[src/rtl/rxq_pkg.sv]
package rxq_pkg;
    typedef enum logic [1:0] {
        TS_OFF   = 2'd0,
        TS_BELOW = 2'd1,
        TS_AT    = 2'd2,
        TS_ABOVE = 2'd3
    } thr_state_e;
endpackage

[src/rtl/rxq_store.sv]
module rxq_store #(
    parameter int DEPTH = 32,
    parameter int DW    = 8,
    parameter int CNT_W = $clog2(DEPTH + 1)
) (
    input  logic             clk,
    input  logic             rst_n,
    input  logic             push_valid,
    input  logic [DW-1:0]    wr_data,
    input  logic             pop_req,
    input  logic             flush,
    output logic             push_ok,
    output logic             push_drop,
    output logic [DW-1:0]    head_data,
    output logic [CNT_W-1:0] count,
    output logic [CNT_W-1:0] cnt_nxt
);
    localparam int PTR_W = (DEPTH > 1) ? $clog2(DEPTH) : 1;
    localparam logic [CNT_W-1:0] FULL_CNT = CNT_W'(DEPTH);
    localparam logic [PTR_W-1:0] LAST_PTR = PTR_W'(DEPTH - 1);

    logic [DW-1:0]    mem [DEPTH];
    logic [PTR_W-1:0] wr_ptr, rd_ptr;
    logic             pop_ok;

    assign pop_ok    = pop_req && !flush && (count != '0);
    assign push_ok   = push_valid && !flush && ((count != FULL_CNT) || pop_ok);
    assign push_drop = push_valid && !flush && !push_ok;
    assign head_data = (count != '0) ? mem[rd_ptr] : '0;

    always_comb begin
        if (flush)
            cnt_nxt = '0;
        else if (push_ok && !pop_ok)
            cnt_nxt = count + CNT_W'(1);
        else if (pop_ok && !push_ok)
            cnt_nxt = count - CNT_W'(1);
        else
            cnt_nxt = count;
    end

    always_ff @(posedge clk) begin
        if (push_ok)
            mem[wr_ptr] <= wr_data;
    end

    always_ff @(posedge clk or negedge rst_n) begin
        if (!rst_n) begin
            wr_ptr <= '0;
            rd_ptr <= '0;
            count  <= '0;
        end else begin
            count <= cnt_nxt;
            if (flush) begin
                wr_ptr <= '0;
                rd_ptr <= '0;
            end else begin
                if (push_ok)
                    wr_ptr <= (wr_ptr == LAST_PTR) ? '0 : wr_ptr + PTR_W'(1);
                if (pop_ok)
                    rd_ptr <= (rd_ptr == LAST_PTR) ? '0 : rd_ptr + PTR_W'(1);
            end
        end
    end
endmodule

[src/rtl/rxq_thr_ctl.sv]
module rxq_thr_ctl
    import rxq_pkg::*;
#(
    parameter int DEPTH = 32,
    parameter int CNT_W = $clog2(DEPTH + 1)
) (
    input  logic             clk,
    input  logic             rst_n,
    input  logic [CNT_W-1:0] thr,
    input  logic [CNT_W-1:0] count,
    input  logic [CNT_W-1:0] cnt_nxt,
    input  logic             push_ok,
    input  logic             push_drop,
    input  logic             flush,
    input  logic             thst_clr,
    input  logic             full_clr,
    input  logic             last_set,
    output logic             thst,
    output logic             stall_req,
    output logic             last_flag,
    output logic             nack_next,
    output logic             full_flag,
    output logic             ovf_flag
);
    localparam logic [CNT_W-1:0] FULL_CNT = CNT_W'(DEPTH);

    thr_state_e state, state_nxt;
    logic       thst_set;
    logic       full_set;

    // next state from the next-cycle fill against the level
    always_comb begin
        if (thr == '0)
            state_nxt = TS_OFF;
        else if (cnt_nxt < thr)
            state_nxt = TS_BELOW;
        else if (cnt_nxt == thr)
            state_nxt = TS_AT;
        else
            state_nxt = TS_ABOVE;
    end

    always_ff @(posedge clk or negedge rst_n) begin
        if (!rst_n)
            state <= TS_OFF;
        else
            state <= state_nxt;
    end

    // outputs of the tracker
    always_comb begin
        stall_req = 1'b0;
        thst_set  = 1'b0;
        unique case (state)
            TS_OFF:   ;
            TS_BELOW: thst_set  = (state_nxt == TS_AT);
            TS_AT:    stall_req = 1'b1;
            TS_ABOVE: ;
        endcase
        nack_next = last_flag && (thr != '0) && ((count + CNT_W'(1)) == thr);
    end

    assign full_set = (cnt_nxt == FULL_CNT) && (count != FULL_CNT);

    always_ff @(posedge clk or negedge rst_n) begin
        if (!rst_n) begin
            thst      <= 1'b0;
            full_flag <= 1'b0;
            ovf_flag  <= 1'b0;
            last_flag <= 1'b0;
        end else begin
            if (thst_set)
                thst <= 1'b1;
            else if (thst_clr)
                thst <= 1'b0;

            if (full_set)
                full_flag <= 1'b1;
            else if (full_clr)
                full_flag <= 1'b0;

            if (flush)
                ovf_flag <= 1'b0;
            else if (push_drop)
                ovf_flag <= 1'b1;

            if (flush)
                last_flag <= 1'b0;
            else if (last_set)
                last_flag <= 1'b1;
            else if (push_ok && nack_next)
                last_flag <= 1'b0;
        end
    end
endmodule

[src/rtl/i2c_rxq.sv]
module i2c_rxq #(
    parameter int DEPTH = 32,
    parameter int DW    = 8
) (
    input  logic                         clk,
    input  logic                         rst_n,
    input  logic                         push_valid,
    input  logic [DW-1:0]                push_data,
    input  logic                         pop_req,
    output logic [DW-1:0]                pop_data,
    input  logic [$clog2(DEPTH+1)-1:0]   thr_level,
    input  logic                         last_set,
    input  logic                         fifo_clear,
    input  logic                         thst_clr,
    input  logic                         full_clr,
    output logic [$clog2(DEPTH+1)-1:0]   level,
    output logic                         thst,
    output logic                         stall_req,
    output logic                         last_flag,
    output logic                         nack_next,
    output logic                         full_flag,
    output logic                         ovf_flag
);
    localparam int CNT_W = $clog2(DEPTH + 1);

    logic             push_ok;
    logic             push_drop;
    logic [CNT_W-1:0] cnt_nxt;

    rxq_store #(.DEPTH(DEPTH), .DW(DW), .CNT_W(CNT_W)) u_store (
        .clk        (clk),
        .rst_n      (rst_n),
        .push_valid (push_valid),
        .wr_data    (push_data),
        .pop_req    (pop_req),
        .flush      (fifo_clear),
        .push_ok    (push_ok),
        .push_drop  (push_drop),
        .head_data  (pop_data),
        .count      (level),
        .cnt_nxt    (cnt_nxt)
    );

    rxq_thr_ctl #(.DEPTH(DEPTH), .CNT_W(CNT_W)) u_ctl (
        .clk       (clk),
        .rst_n     (rst_n),
        .thr       (thr_level),
        .count     (level),
        .cnt_nxt   (cnt_nxt),
        .push_ok   (push_ok),
        .push_drop (push_drop),
        .flush     (fifo_clear),
        .thst_clr  (thst_clr),
        .full_clr  (full_clr),
        .last_set  (last_set),
        .thst      (thst),
        .stall_req (stall_req),
        .last_flag (last_flag),
        .nack_next (nack_next),
        .full_flag (full_flag),
        .ovf_flag  (ovf_flag)
    );
endmodule

[config.mk]
export PLATFORM = sky130hd
export DESIGN_NAME = i2c_rxq
export DESIGN_NICKNAME = d
export VERILOG_FILES = /design/src/rtl/rxq_pkg.sv /design/src/rtl/rxq_store.sv /design/src/rtl/rxq_thr_ctl.sv /design/src/rtl/i2c_rxq.sv
export SDC_FILE = /design/constraint.sdc
export NUM_CORES = 1
export LEC_CHECK = 0
export BUFFER_PORTS_ARGS = -buffer_cell sky130_fd_sc_hd__buf_4
export CORE_MARGIN = 3
export CORE_UTILIZATION = 56
export CTS_CLUSTER_DIAMETER = 120
export CTS_CLUSTER_SIZE = 16
export DETAILED_ROUTE_END_ITERATION = 16
export PLACE_DENSITY = 0.84
export RECOVER_POWER = 100
export SKIP_LAST_GASP = 1
export SYNTH_ARGS = -nofsm -noshare
export SYNTH_HDL_FRONTEND = slang
export SYNTH_SLANG_ARGS = --single-unit
[constraint.sdc]
create_clock -name clk -period 3.67 [get_ports clk]
set_input_delay 0.5505 -clock clk [delete_from_list [all_inputs] [get_ports clk]]
set_output_delay 0.5505 -clock clk [all_outputs]
set_load 0.01 [all_outputs]
**Word-level counts from Yosys, hierarchy flattened**

Memories as Yosys holds them, arrays and structs flattened.
Cells that the tools add are included.

- $add $sub $neg: 4
- Magnitude comparators: 1
- Equality and inequality tests: 9
- Mux-type cells: 26
- Reductions and logical operators: 24

Operators with widths:

| operator | number |
|---|---|
| 5-bit 2-to-1 mux | 6 |
| 6-bit 2-to-1 mux | 3 |
| 1-bit 2-to-1 mux | 14 |
| 6-bit equality test | 2 |
| 6-bit nonzero test | 2 |
| 1-bit logical AND | 11 |
| 5-bit by 1-bit adder with 5-bit output, second input constant | 2 |
| 5-bit equality test, second input constant | 2 |
| 2-bit nonzero test | 5 |
| 8-bit 2-to-1 mux | 1 |
| 6-bit by 1-bit adder with 6-bit output, second input constant | 1 |
| 6-bit equality test, second input constant | 1 |
| 6-bit zero test | 1 |
| 6-bit less-than comparator | 1 |
| 6-bit != test, second input constant | 1 |
| 6-bit by 1-bit subtractor with 6-bit output, second input constant | 1 |
| 2-bit equality test, second input constant | 2 |
| 2-bit 2-to-1 mux | 2 |
| 1-bit zero test | 3 |
| 3-bit nonzero test | 1 |
| 2-bit by 1-bit equality test with 1-bit output, second input constant | 1 |
| 1-bit logical OR | 1 |

- Bits in registers: 22
- Bits in writable memories: 256
- Input bits: 22
- Output and inout port bits: 20
- Word-level logic and storage cells: 73
- Memories: 1

Memories:

| memory | depth | width | rd ports | clocked after memory_dff | wr ports | RTL line | text |
|---|---|---|---|---|---|---|---|
| u_store.mem | 32 | 8 | 1 | 0 | 1 | rxq_store.sv:22 | `logic [DW-1:0] mem [DEPTH];` |

**Longest topological paths before layout**

Gate-level depths: netlist (run 1).

- Depth after elaboration: 17
- Depth in mapped cells: 16
- Mapped depth without buffers: 15

**Modules after synthesis**

From an unflattened synthesis (run 1), not the netlist that was laid out.

- Cells, all modules: 647
- Area, all modules: 11623.6 um^2

Modules (own cells, without submodules):

| module | instances | cells an instance | area each (um^2) | sequential area each (um^2) |
|---|---|---|---|---|
| rxq_store | 1 | 571 | 11023.1 | 8087.8 |
| rxq_thr_ctl | 1 | 76 | 600.6 | 150.1 |

**Worst setup path before layout (run 1)**

OpenSTA, ideal clock, no wires.

- Path type: flip-flop to flip-flop
- From: reg u_store.count[0]
- To: reg u_ctl.thst
- Setup time: 0.121 ns
- Data arrival time: 3.038 ns
- Data required time: 3.549 ns
- Slack: 0.511 ns
- Cell stages (with the launch flop): 16
- Buffers on the path: 1
- Period minus slack after synthesis: 3.159 ns
- Cell sequence: dfrtp_1 -> clkbuf_1 -> inv_1 -> ha_1 -> nor4b_4 -> mux2i_2 -> nand3_2 -> o211ai_1 -> a21oi_1 -> ha_1 -> nor2b_1 -> o21ai_0 -> a21oi_1 -> a211oi_1 -> nor3_1 -> a22o_1

- Word-level cells in the longest chain between the ends: 16
- Elaborated cells on any way between the ends: 23
- Those cells by class: add/sub: 2; order compare: 1; eq/ne: 3; mux: 8; reduce/logical: 9

RTL lines:

| what | RTL line | text |
|---|---|---|
| start, declared | rxq_store.sv:15 | `output logic [CNT_W-1:0] count,` |
| start signal, assigned | rxq_store.sv:53 | `count <= cnt_nxt;` |
| branches (longest 7 deep; another with 6-bit by 1-bit subtractor with 6-bit output) | - |  |
| 6-bit 2-to-1 mux * | rxq_store.sv:34 | `else if (push_ok && !pop_ok)` |
| 6-bit 2-to-1 mux * | rxq_store.sv:32 | `if (flush)` |
| via cnt_nxt[1] | i2c_rxq.sv:28 | `logic [CNT_W-1:0] cnt_nxt;` |
| branches (longest 2 deep; another with 6-bit less-than comparator) | - |  |
| 2-bit 2-to-1 mux * | rxq_thr_ctl.sv:35 | `else if (cnt_nxt < thr)` |
| 2-bit 2-to-1 mux * | rxq_thr_ctl.sv:33 | `if (thr == '0)` |
| 2-bit equality test * | rxq_thr_ctl.sv:56 | `TS_BELOW: thst_set = (state_nxt == TS_AT);` |
| 1-bit 2-to-1 mux * | rxq_thr_ctl.sv:54 | `unique case (state)` |
| 1-bit 2-to-1 mux or 2-bit nonzero test (tied branches) | - |  |
| end signal, assigned | rxq_thr_ctl.sv:67 | `thst <= 1'b0;` |
| end signal, assigned | rxq_thr_ctl.sv:73 | `thst <= 1'b1;` |
| end signal, assigned | rxq_thr_ctl.sv:75 | `thst <= 1'b0;` |
| end, declared | rxq_thr_ctl.sv:18 | `output logic thst,` |

Mark *: on every way through the listed nets, which the timed path passes.
A chain may end at the register's enable or synchronous reset.

**Worst setup path after layout (run 1)**

- From: reg u_store.rd_ptr[0]
- To: out pop_data[6]

- Word-level cells in the longest chain between the ends: 2

RTL lines:

| what | RTL line | text |
|---|---|---|
| start, declared | rxq_store.sv:23 | `logic [PTR_W-1:0] wr_ptr, rd_ptr;` |
| start signal, assigned | rxq_store.sv:61 | `rd_ptr <= (rd_ptr == LAST_PTR) ? '0 : rd_ptr + PTR_W'(1);` |
| memory read 32 x 8 bit | - |  |
| 8-bit 2-to-1 mux | rxq_store.sv:29 | `assign head_data = (count != '0) ? mem[rd_ptr] : '0;` |
| end, declared | i2c_rxq.sv:10 | `output logic [DW-1:0] pop_data,` |

Every way passes these cells.

==> results of run 1 <==
worst min path at each step:
| stage | startpoint | end | slack [ps] |
|---|---|---|---|
| after global routing | last_set | u_ctl.last_flag | 340 |
| after detailed placement | rst_n | u_ctl.ovf_flag | 460 |
| after CTS | last_set | u_ctl.last_flag | 330 |
| final | last_set | u_ctl.last_flag | 340 |
| after floorplan | rst_n | u_ctl.full_flag | 250 |
| after global placement | rst_n | u_ctl.ovf_flag | 450 |
critical path, stage by stage, from the launching register on:
cell and delay [ps]:
dfrtp_4 710, buf_12 310, mux2i_1 130, o221ai_1 350
o22ai_1 140, a21oi_1 270, a21oi_1 120, nor2_1 220
clkbuf_1 190
repair_timing:
action	4_1_cts	5_1_grt
hold buffers	1	0
hold endpoints to repair	22	0
setup buffers	1	0
endpoints found under the setup margin	1	0
registers in the layout (all words and copies together) (netlist names):
name and flops:
u_ctl.full_flag 1, u_ctl.last_flag 1, u_ctl.ovf_flag 1, u_ctl.state 2, u_ctl.thst 1, u_store.count 6, u_store.mem 256, u_store.rd_ptr 5
u_store.wr_ptr 5
cell type report:
| type | count | area share (%) |
|---|---|---|
| Clock buffer | 36 | 4.545 |
| Clock inverter | 1 | 0.08798 |
| Inverter | 18 | 0.5279 |
| Multi-Input combinational cell | 388 | 25.18 |
| Sequential cell | 278 | 64.39 |
| Tap cell | 270 | 2.639 |
| Timing Repair Buffer | 55 | 2.630 |
report_power, final:
group	leakage [nW]	switching [mW]	internal (mW)
clock network	0.283	0.997	1.08
registers	2.60	0.125	3.50
logic	1.16	0.870	0.712
total	4.04	1.99	5.30
cells in the final DEF, fill, tap and decap left out, drive strengths merged, types with 22 or more instances in the layout:
cell type  instances
o221ai            32
mux4              32
edfxtp           256
nor2              57
nand2             34
clkbuf            64
dfrtp             22
mux2i             67
buf               26
a21oi             28
metal layers:
| metal | vias to the layer above | track usage (%) | part of all wire [%] |
|---|---|---|---|
| li1 | 2936 | - | - |
| met1 | 3345 | 33.21 | 41 |
| met2 | 389 | 33.85 | 48 |
| met3 | 66 | 2.830 | 8.1 |
| met4 | 0 | 7.888 | 3.3 |
| met5 | - | 0 | 0 |
cells by family after synthesis:
| family | count (synthesis) | share of synthesized area, % |
|---|---|---|
| DFF | 278 | 70.19 |
| and+or+nand+nor | 144 | 5.938 |
| AOI/OAI and AO/OA | 114 | 6.855 |
| muxes | 100 | 11.98 |
| buffers and inverters | 58 | 2.281 |
| adders and majority gates | 16 | 1.706 |
| xor gates and xnor gates | 14 | 1.045 |
stage by stage:
stage                     setup slack (ps)  cell area, um2  power (mW)
after floorplan                      511.3           11740       4.797
after global placement               424.3           12290       5.235
after detailed placement             336.7           12290       5.280
after CTS                            171.8           12910       7.355
after global routing                 17.56           12800       7.545
final                                128.0           12800       7.289
==> flow_summary.toml, run 1 <==
[status]
status = "finished, violations left"
violations = "max-capacitance violations, max-slew violations"

[sta]
max_freq_mhz = 282.3
fin_crit_ps = 3542
maxSlewViolCount = 99
rsz0062_at_grt = "false"
finalSetupTns_ps = 0
fin_crit_sh_pct = 96.51
setup_violations = 0
fin_skew_ps = 14.83
worstMarginPinSlew_ps = 1594
hold_slack_ps = 342.9
hold_violations = 0
relSlewSlack_pct = -6.235

[synth]
synthTopCellsByArea = "edfxtp_1 (66%), mux4_2 (6.1%), mux2i_1 (5.6%), dfrtp_1 (4.7%), o221ai_1 (2.4%)"
avgSynthCellArea_um2 = 16.21
synth_common_cells = "edfxtp_1 (256), mux2i_1 (66), nor2_1 (57)"
yosys_warnings = 0
synth_top_area_cell = "edfxtp_1"
synth_cell_types = 54
syn_area_mm2 = 0.01174
postSynth.asyncResetShare_pct = 7.914
synth_most_common_cell = "edfxtp_1"
synth_edf_count = 256
synth_top_area_share_pct = 65.50
ys_ff_latch = 278
syn_nets = 762
synth-main-ff-cell = "edfxtp_1"
ys_seq_area_share_pct = 70.19
syn_inst = 724

[layout]
area.growth.synth_to_final_pct = 9.062
multi_input_area_mm2 = 0.003223
utilization_pct = 62.65
n_antenna_cell = 0
seq_area_mm2 = 0.008242
final_cells = 1046
fill_cells = 1398
drive_gt1_share_pct = 11.73
fin_nets = 800

[global_route]
grt_pass1_vias = 6677
grt_pass1_wl_um = 38380
grt_usage_pct = 22.11
grt_remaining_overflow = 0
antenna_found_initial = 0
grt_max_degree = 35

[hold_path]
hold_path_depth = 3
min_path_type = "input pin to register"

[drt]
wl_um = 24660
ant_nets = 0
drc = 0
wl_per_cell_um = 23.58
via_per_inst = 6.440
dr.first_iter.drc_count = 733
firstDrtPassIters = 5
vias = 6736

[placed_design]
placedCellCount = 1007
port_buffers = 41
gp_congestion = 0.8635
hpwl_um = 15480

[setup_path]
required_ps = 3120
endpoint_kind = "output port"
r2r_start = "u_store.count[0]"
ff2ff_path_depth = 15
reg2reg_setup_slack_ps = 300
path_max_fanout = 34
cp-start-kind = "register"
cp.arrival_ps = 2990
path_class = "register to output port"
crit_start = "u_store.rd_ptr[0]"
crit_end = "pop_data[6]"
r2r-end = "u_ctl.thst"

[cts]
insertion_delay_ps = 500
ctsResizeCount = 0
cts_buffer_depth = 3
ctsHtreeMaxLevel = 1
path_clk_slew_ps = 70
cts_buffers = 21
root_buffer = "clkbuf_16"
cts.sinks = 278
cts_tree = "done"

[floorplanning]
start_util_pct = 57.45
dieWidth_um = 150.8
core-area_mm2 = 0.02043
row_count = 52
io_pins = 42
dieHeight_um = 150.8
fp.dieArea_mm2 = 0.02273

[run]
drv_cap = 4

[power]
power_leakage_nw = 4.038
pwr_density_cell_mw_per_mm2 = 569.5
peakVddDrop_mv = 0.3465
Note: power is estimated with default switching activity, not from simulation.
==> run 2, diff against run 1 <==
- BUFFER_PORTS_ARGS: -buffer_cell sky130_fd_sc_hd__buf_4 -> -buffer_cell sky130_fd_sc_hd__buf_2
==> run 2 against run 1 <==
The run still ends with max-capacitance violations, max-slew violations left. Maximum frequency decreased by 2.5%. Worst hold slack worse by 47 ps. Global-route usage is 0.64 points higher. Via count is 1.1% higher. Cell area decreased by 0.17%. Non-clock buffer count unchanged.
==> flow_summary.toml, run 2 (synthesis gave the netlist of run 1 again) <==
[setup_path]
required_ps = 3120
r2r_start = "u_store.count[0]"
path_class = "register to output port"
cp.arrival_ps = 3080
reg2reg_setup_slack_ps = 210
ff2ff_path_depth = 11
cp-start-kind = "register"
endpoint_kind = "output port"
path_max_fanout = 32
r2r-end = "u_ctl.thst"

[power]
pwr-share-clk_pct = 28.4
pwr_density_cell_mw_per_mm2 = 571.3
internal-power_mw = 5.300
combPwrFrac_pct = 21.9
power_mw = 7.300
power_switching_mw = 1.999
peakVddDrop_mv = 0.3200
power.share.sequential_pct = 49.8
p_sw_share_pct = 27.39
power_leakage_nw = 4.034

[cts]
ctsHtreeMaxLevel = 1
cts_buffer_depth = 3
insertion_delay_ps = 500
cts_tree = "done"
root_buffer = "clkbuf_16"
cts_buffers = 21
path_clk_slew_ps = 70
cts.sinks = 278

[floorplanning]
core-area_mm2 = 0.02043
dieWidth_um = 150.8
io_pins = 42
start_util_pct = 57.45
row_count = 52
fp.dieArea_mm2 = 0.02273
dieHeight_um = 150.8

[sta]
hold_violations = 0
relSlewSlack_pct = -5.100
finalSetupTns_ps = 0
maxSlewViolCount = 98
fin_skew_ps = 11.90
hold_slack_ps = 296.1
rsz0062_at_grt = "false"
fin_crit_sh_pct = 99.03
fin_crit_ps = 3634
setup_violations = 0
max_freq_mhz = 275.1
worstMarginPinSlew_ps = 1576
fin_ws_ps = 35.52

[placed_design]
port_buffers = 41
gp_congestion = 0.9190
pre_cts_ws_ps = 271.5
placed_cell_area_mm2 = 0.01220
placedCellCount = 1007
hpwl_um = 15800

[status]
violations = "max-capacitance violations, max-slew violations"
status = "finished, violations left"

[global_route]
grt_max_degree = 33
grt_usage_pct = 22.76
antenna_found_initial = 0
grt_pass1_wl_um = 39110
grt_remaining_overflow = 0
grt_pass1_vias = 6583

[run]
drv_cap = 3

[layout]
utilization_pct = 62.55
largest_reg_flops = 256
final_cell_mix = "edfxtp_1 (256), mux2i_1 (66), nor2_1 (57), clkbuf_1 (42), nand2_1 (34)"
final_common_cell = "edfxtp_1"
largest_register = "u_store.mem"
n_antenna_cell = 0
final_cells = 1046
drive_gt1_share_pct = 11.98
area.growth.synth_to_final_pct = 8.881
fin_nets = 800
largestRegisters = "u_store.mem x256, u_store.count x6"
fill_cells = 1419
stdcell_area_mm2 = 0.01278

[drt]
ant_nets = 0
wl_per_cell_um = 24.34
dr.first_iter.drc_count = 781
wl_um = 25460
via_per_inst = 6.510
vias = 6809
drc = 0
firstDrtPassIters = 5

[hold_path]
min_path_type = "input pin to asynchronous set/reset pin"
-- run 2: cell types whose count changed in the layout (fill, tap and decap cells not counted), sizes merged --
cell         previous run  this run
dlygate4sd3             1         0
buf                    26        27
-- run 2: worst max-delay path by stage --
| stage | from | endpoint | slack [ps] | depth (start not counted) |
|---|---|---|---|---|
| 6_report | u_store.rd_ptr[2] | pop_data[2] | 40 | 9 |
| 5_1_grt | u_store.count[0] | u_ctl.thst | 3 | 12 |
| 4_1_cts | u_store.rd_ptr[0] | pop_data[3] | 200 | 8 |
| 3_5_place_dp | u_store.count[0] | u_ctl.thst | 270 | 14 |
| 3_3_place_gp | u_store.count[0] | u_ctl.thst | 410 | 14 |
| 2_1_floorplan | u_store.count[0] | u_ctl.thst | 510 | 15 |
-- run 2: cell type report --
class | count | area [um2] | share of cell area (%)
clock inverters | 1 | 11.26 | 0.08812
clock buffers | 36 | 581.8 | 4.553
flip-flops and latches | 278 | 8243 | 64.51
inverters | 18 | 67.56 | 0.5287
repair buffers | 55 | 304.0 | 2.379
well taps | 270 | 337.8 | 2.644
multi-input cells | 388 | 3233 | 25.30
-- run 2: power by group through the flow --
| stage | Sequential [mW] | Combinational (mW) | Clock, mW |
|---|---|---|---|
| floorplan | 3.60 | 1.19 | 0 |
| global placement | 3.73 | 1.47 | 0 |
| detailed placement | 3.73 | 1.50 | 0 |
| CTS | 3.63 | 1.58 | 2.10 |
| global route | 3.64 | 1.72 | 2.23 |
| finish | 3.63 | 1.60 | 2.07 |
-- run 2: what timing repair did --
| action | in CTS | in global routing |
|---|---|---|
| hold buffers | 0 | 0 |
| hold endpoints to repair | 0 | 0 |
| gates resized for setup | 0 | 2 |
| endpoints found under the setup margin | 3 | 1 |
| setup buffers | 1 | 1 |
-- run 2: worst max-delay path, cell delays in order (launching register included) --
cell and delay (ps):
dfrtp_1 480, buf_4 290, nand2_1 70, buf_4 260
o221ai_1 380, o22ai_1 180, a211oi_1 420, a21oi_1 90
nor2_1 210, buf_2 170
-- run 2: metal layers --
| metal | GRT usage, % | vias up | part of all wire, % |
|---|---|---|---|
| li1 | - | 2934 | - |
| met1 | 33.01 | 3411 | 39 |
| met2 | 36.84 | 408 | 49 |
| met3 | 3.040 | 56 | 9.1 |
| met4 | 6.392 | 0 | 2.7 |
| met5 | 0 | - | 0 |
==> run 3, diff against run 2 <==
- RECOVER_POWER: 100 -> default
==> run 3 against run 2 <==
The flow now finishes without violations. Sequential power is essentially flat. Combinational power is essentially flat. Clock power is essentially flat. Critical path type unchanged. Critical endpoint unchanged.
==> flow_summary.toml, run 3 (synthesis gave the netlist of run 1 again) <==
[sta]
relSlewSlack_pct = 45.40
fin_skew_ps = 12.88
hold_slack_ps = 17.49
worstMarginPinSlew_ps = 816.0
fin_ws_ps = 68.32
fin_crit_sh_pct = 98.14
finalSetupTns_ps = 0
maxSlewViolCount = 0
rsz0062_at_grt = "false"
hold_violations = 0
max_freq_mhz = 277.6
fin_crit_ps = 3602
setup_violations = 0

[drt]
dr.first_iter.drc_count = 721
via_per_inst = 6.501
firstDrtPassIters = 8
drc = 0
ant_nets = 0
vias = 6800
wl_per_cell_um = 24.30
wl_um = 25420

[power]
power_leakage_nw = 4.133
peakVddDrop_mv = 0.3199
pwr_density_cell_mw_per_mm2 = 570.3

[global_route]
antenna_found_initial = 0
grt_remaining_overflow = 0
met3_usage_pct = 3.040
grt_pass1_wl_um = 39110
use_met2_pct = 36.84
grt_usage_pct = 22.76
top_usage_layer = "met2"
grt_pass1_vias = 6583
grt_max_degree = 33
gr-usage-met1_pct = 33.01

[setup_path]
path_class = "register to output port"
cp-start-kind = "register"
cp.arrival_ps = 3050
path_max_fanout = 32
endpoint_kind = "output port"
required_ps = 3120

[floorplanning]
io_pins = 42
start_util_pct = 57.45
row_count = 52
core-area_mm2 = 0.02043
fp.dieArea_mm2 = 0.02273
dieHeight_um = 150.8
dieWidth_um = 150.8

[placed_design]
placed_cell_area_mm2 = 0.01220
gp_congestion = 0.9190
hpwl_um = 15800
port_buffers = 41
pre_cts_ws_ps = 271.5

[layout]
area.growth.synth_to_final_pct = 9.307
fill_cells = 1404
utilization_pct = 62.79
drive_gt1_share_pct = 15.59
largest_reg_flops = 256
final_cell_mix = "edfxtp_1 (256), mux2i_1 (66), nor2_1 (57), buf_2 (41), nand2_1 (34)"
n_antenna_cell = 0
stdcell_area_mm2 = 0.01283
fin_nets = 800
final_common_cell = "edfxtp_1"
largestRegisters = "u_store.mem x256, u_store.count x6"
largest_register = "u_store.mem"

[cts]
insertion_delay_ps = 500
cts_tree = "done"
cts_buffers = 21
cts.sinks = 278
root_buffer = "clkbuf_16"
path_clk_slew_ps = 70
cts_buffer_depth = 3
ctsHtreeMaxLevel = 1

[hold_path]
min_path_type = "input pin to asynchronous set/reset pin"

[status]
status = "completed"

[run]
drv_cap = 0
## run 3: cell count changes in the layout (fill, tap and decap cells not counted)
cell / delta
buf_2: +23
and2_0: -1
and2_1: +1
clkbuf_1: -27
a221oi_1: -1
a221oi_2: +1
buf_4: +5
clkbuf_4: -1
## run 3: layout make-up
| class | count | area [um2] | share of cell area, % |
|---|---|---|---|
| inverters | 18 | 67.56 | 0.5267 |
| flip-flops and latches | 278 | 8243 | 64.25 |
| repair buffers | 55 | 347.8 | 2.711 |
| multi-input cells | 388 | 3239 | 25.25 |
| well taps | 270 | 337.8 | 2.633 |
| clock inverters | 1 | 11.26 | 0.08778 |
| clock buffers | 36 | 581.8 | 4.535 |
## run 3: timing repair
action	in CTS	in global routing
setup endpoints to repair	3	1
hold buffers	0	0
setup buffers	1	1
resized for setup	0	2
cloned	0	0
## run 3: critical path: stages (launching register included)
cell	delay, ps
dfrtp_1	480
buf_4	280
nand2_1	70
buf_4	260
o221ai_1	370
o22ai_1	180
a211oi_1	410
a21oi_1	90
nor2_1	210
buf_2	180
## run 3: layer usage
layer / share of wire (%) / vias up
met3: 9.2 / 55
met5: 0 / -
met1: 39 / 3410
li1: - / 2933
met4: 2.5 / 0
met2: 49 / 402
## run 3: power breakdown
| part | leakage [nW] | internal, mW | switching [mW] |
|---|---|---|---|
| Combinational | 1.25 | 0.732 | 0.880 |
| Clock | 0.283 | 1.08 | 0.992 |
| Sequential | 2.60 | 3.50 | 0.129 |
## run 3: path summary, 6_finish.rpt
check / from / end / slack (ps) / depth (start not counted)
worst max-delay path: u_store.rd_ptr[2] / pop_data[2] / 70 / 9
worst min-delay path: rst_n / u_ctl.full_flag / 20 / 1
worst max register to register: u_store.count[0] / u_ctl.thst / 210 / 14
worst min register to register: u_ctl.full_flag / u_ctl.full_flag / 510 / 2
max in group asynchronous: rst_n / u_store.rd_ptr[0] / 3260 / 1
min in group clk: last_set / u_ctl.last_flag / 320 / 3
## run 3: stage by stage
step                      cells  total power, mW
final                      1046            7.317
after global routing       1046            7.603
after CTS                  1045            7.306
after detailed placement   1007            5.235
after global placement     1007            5.195
after floorplan             724            4.797
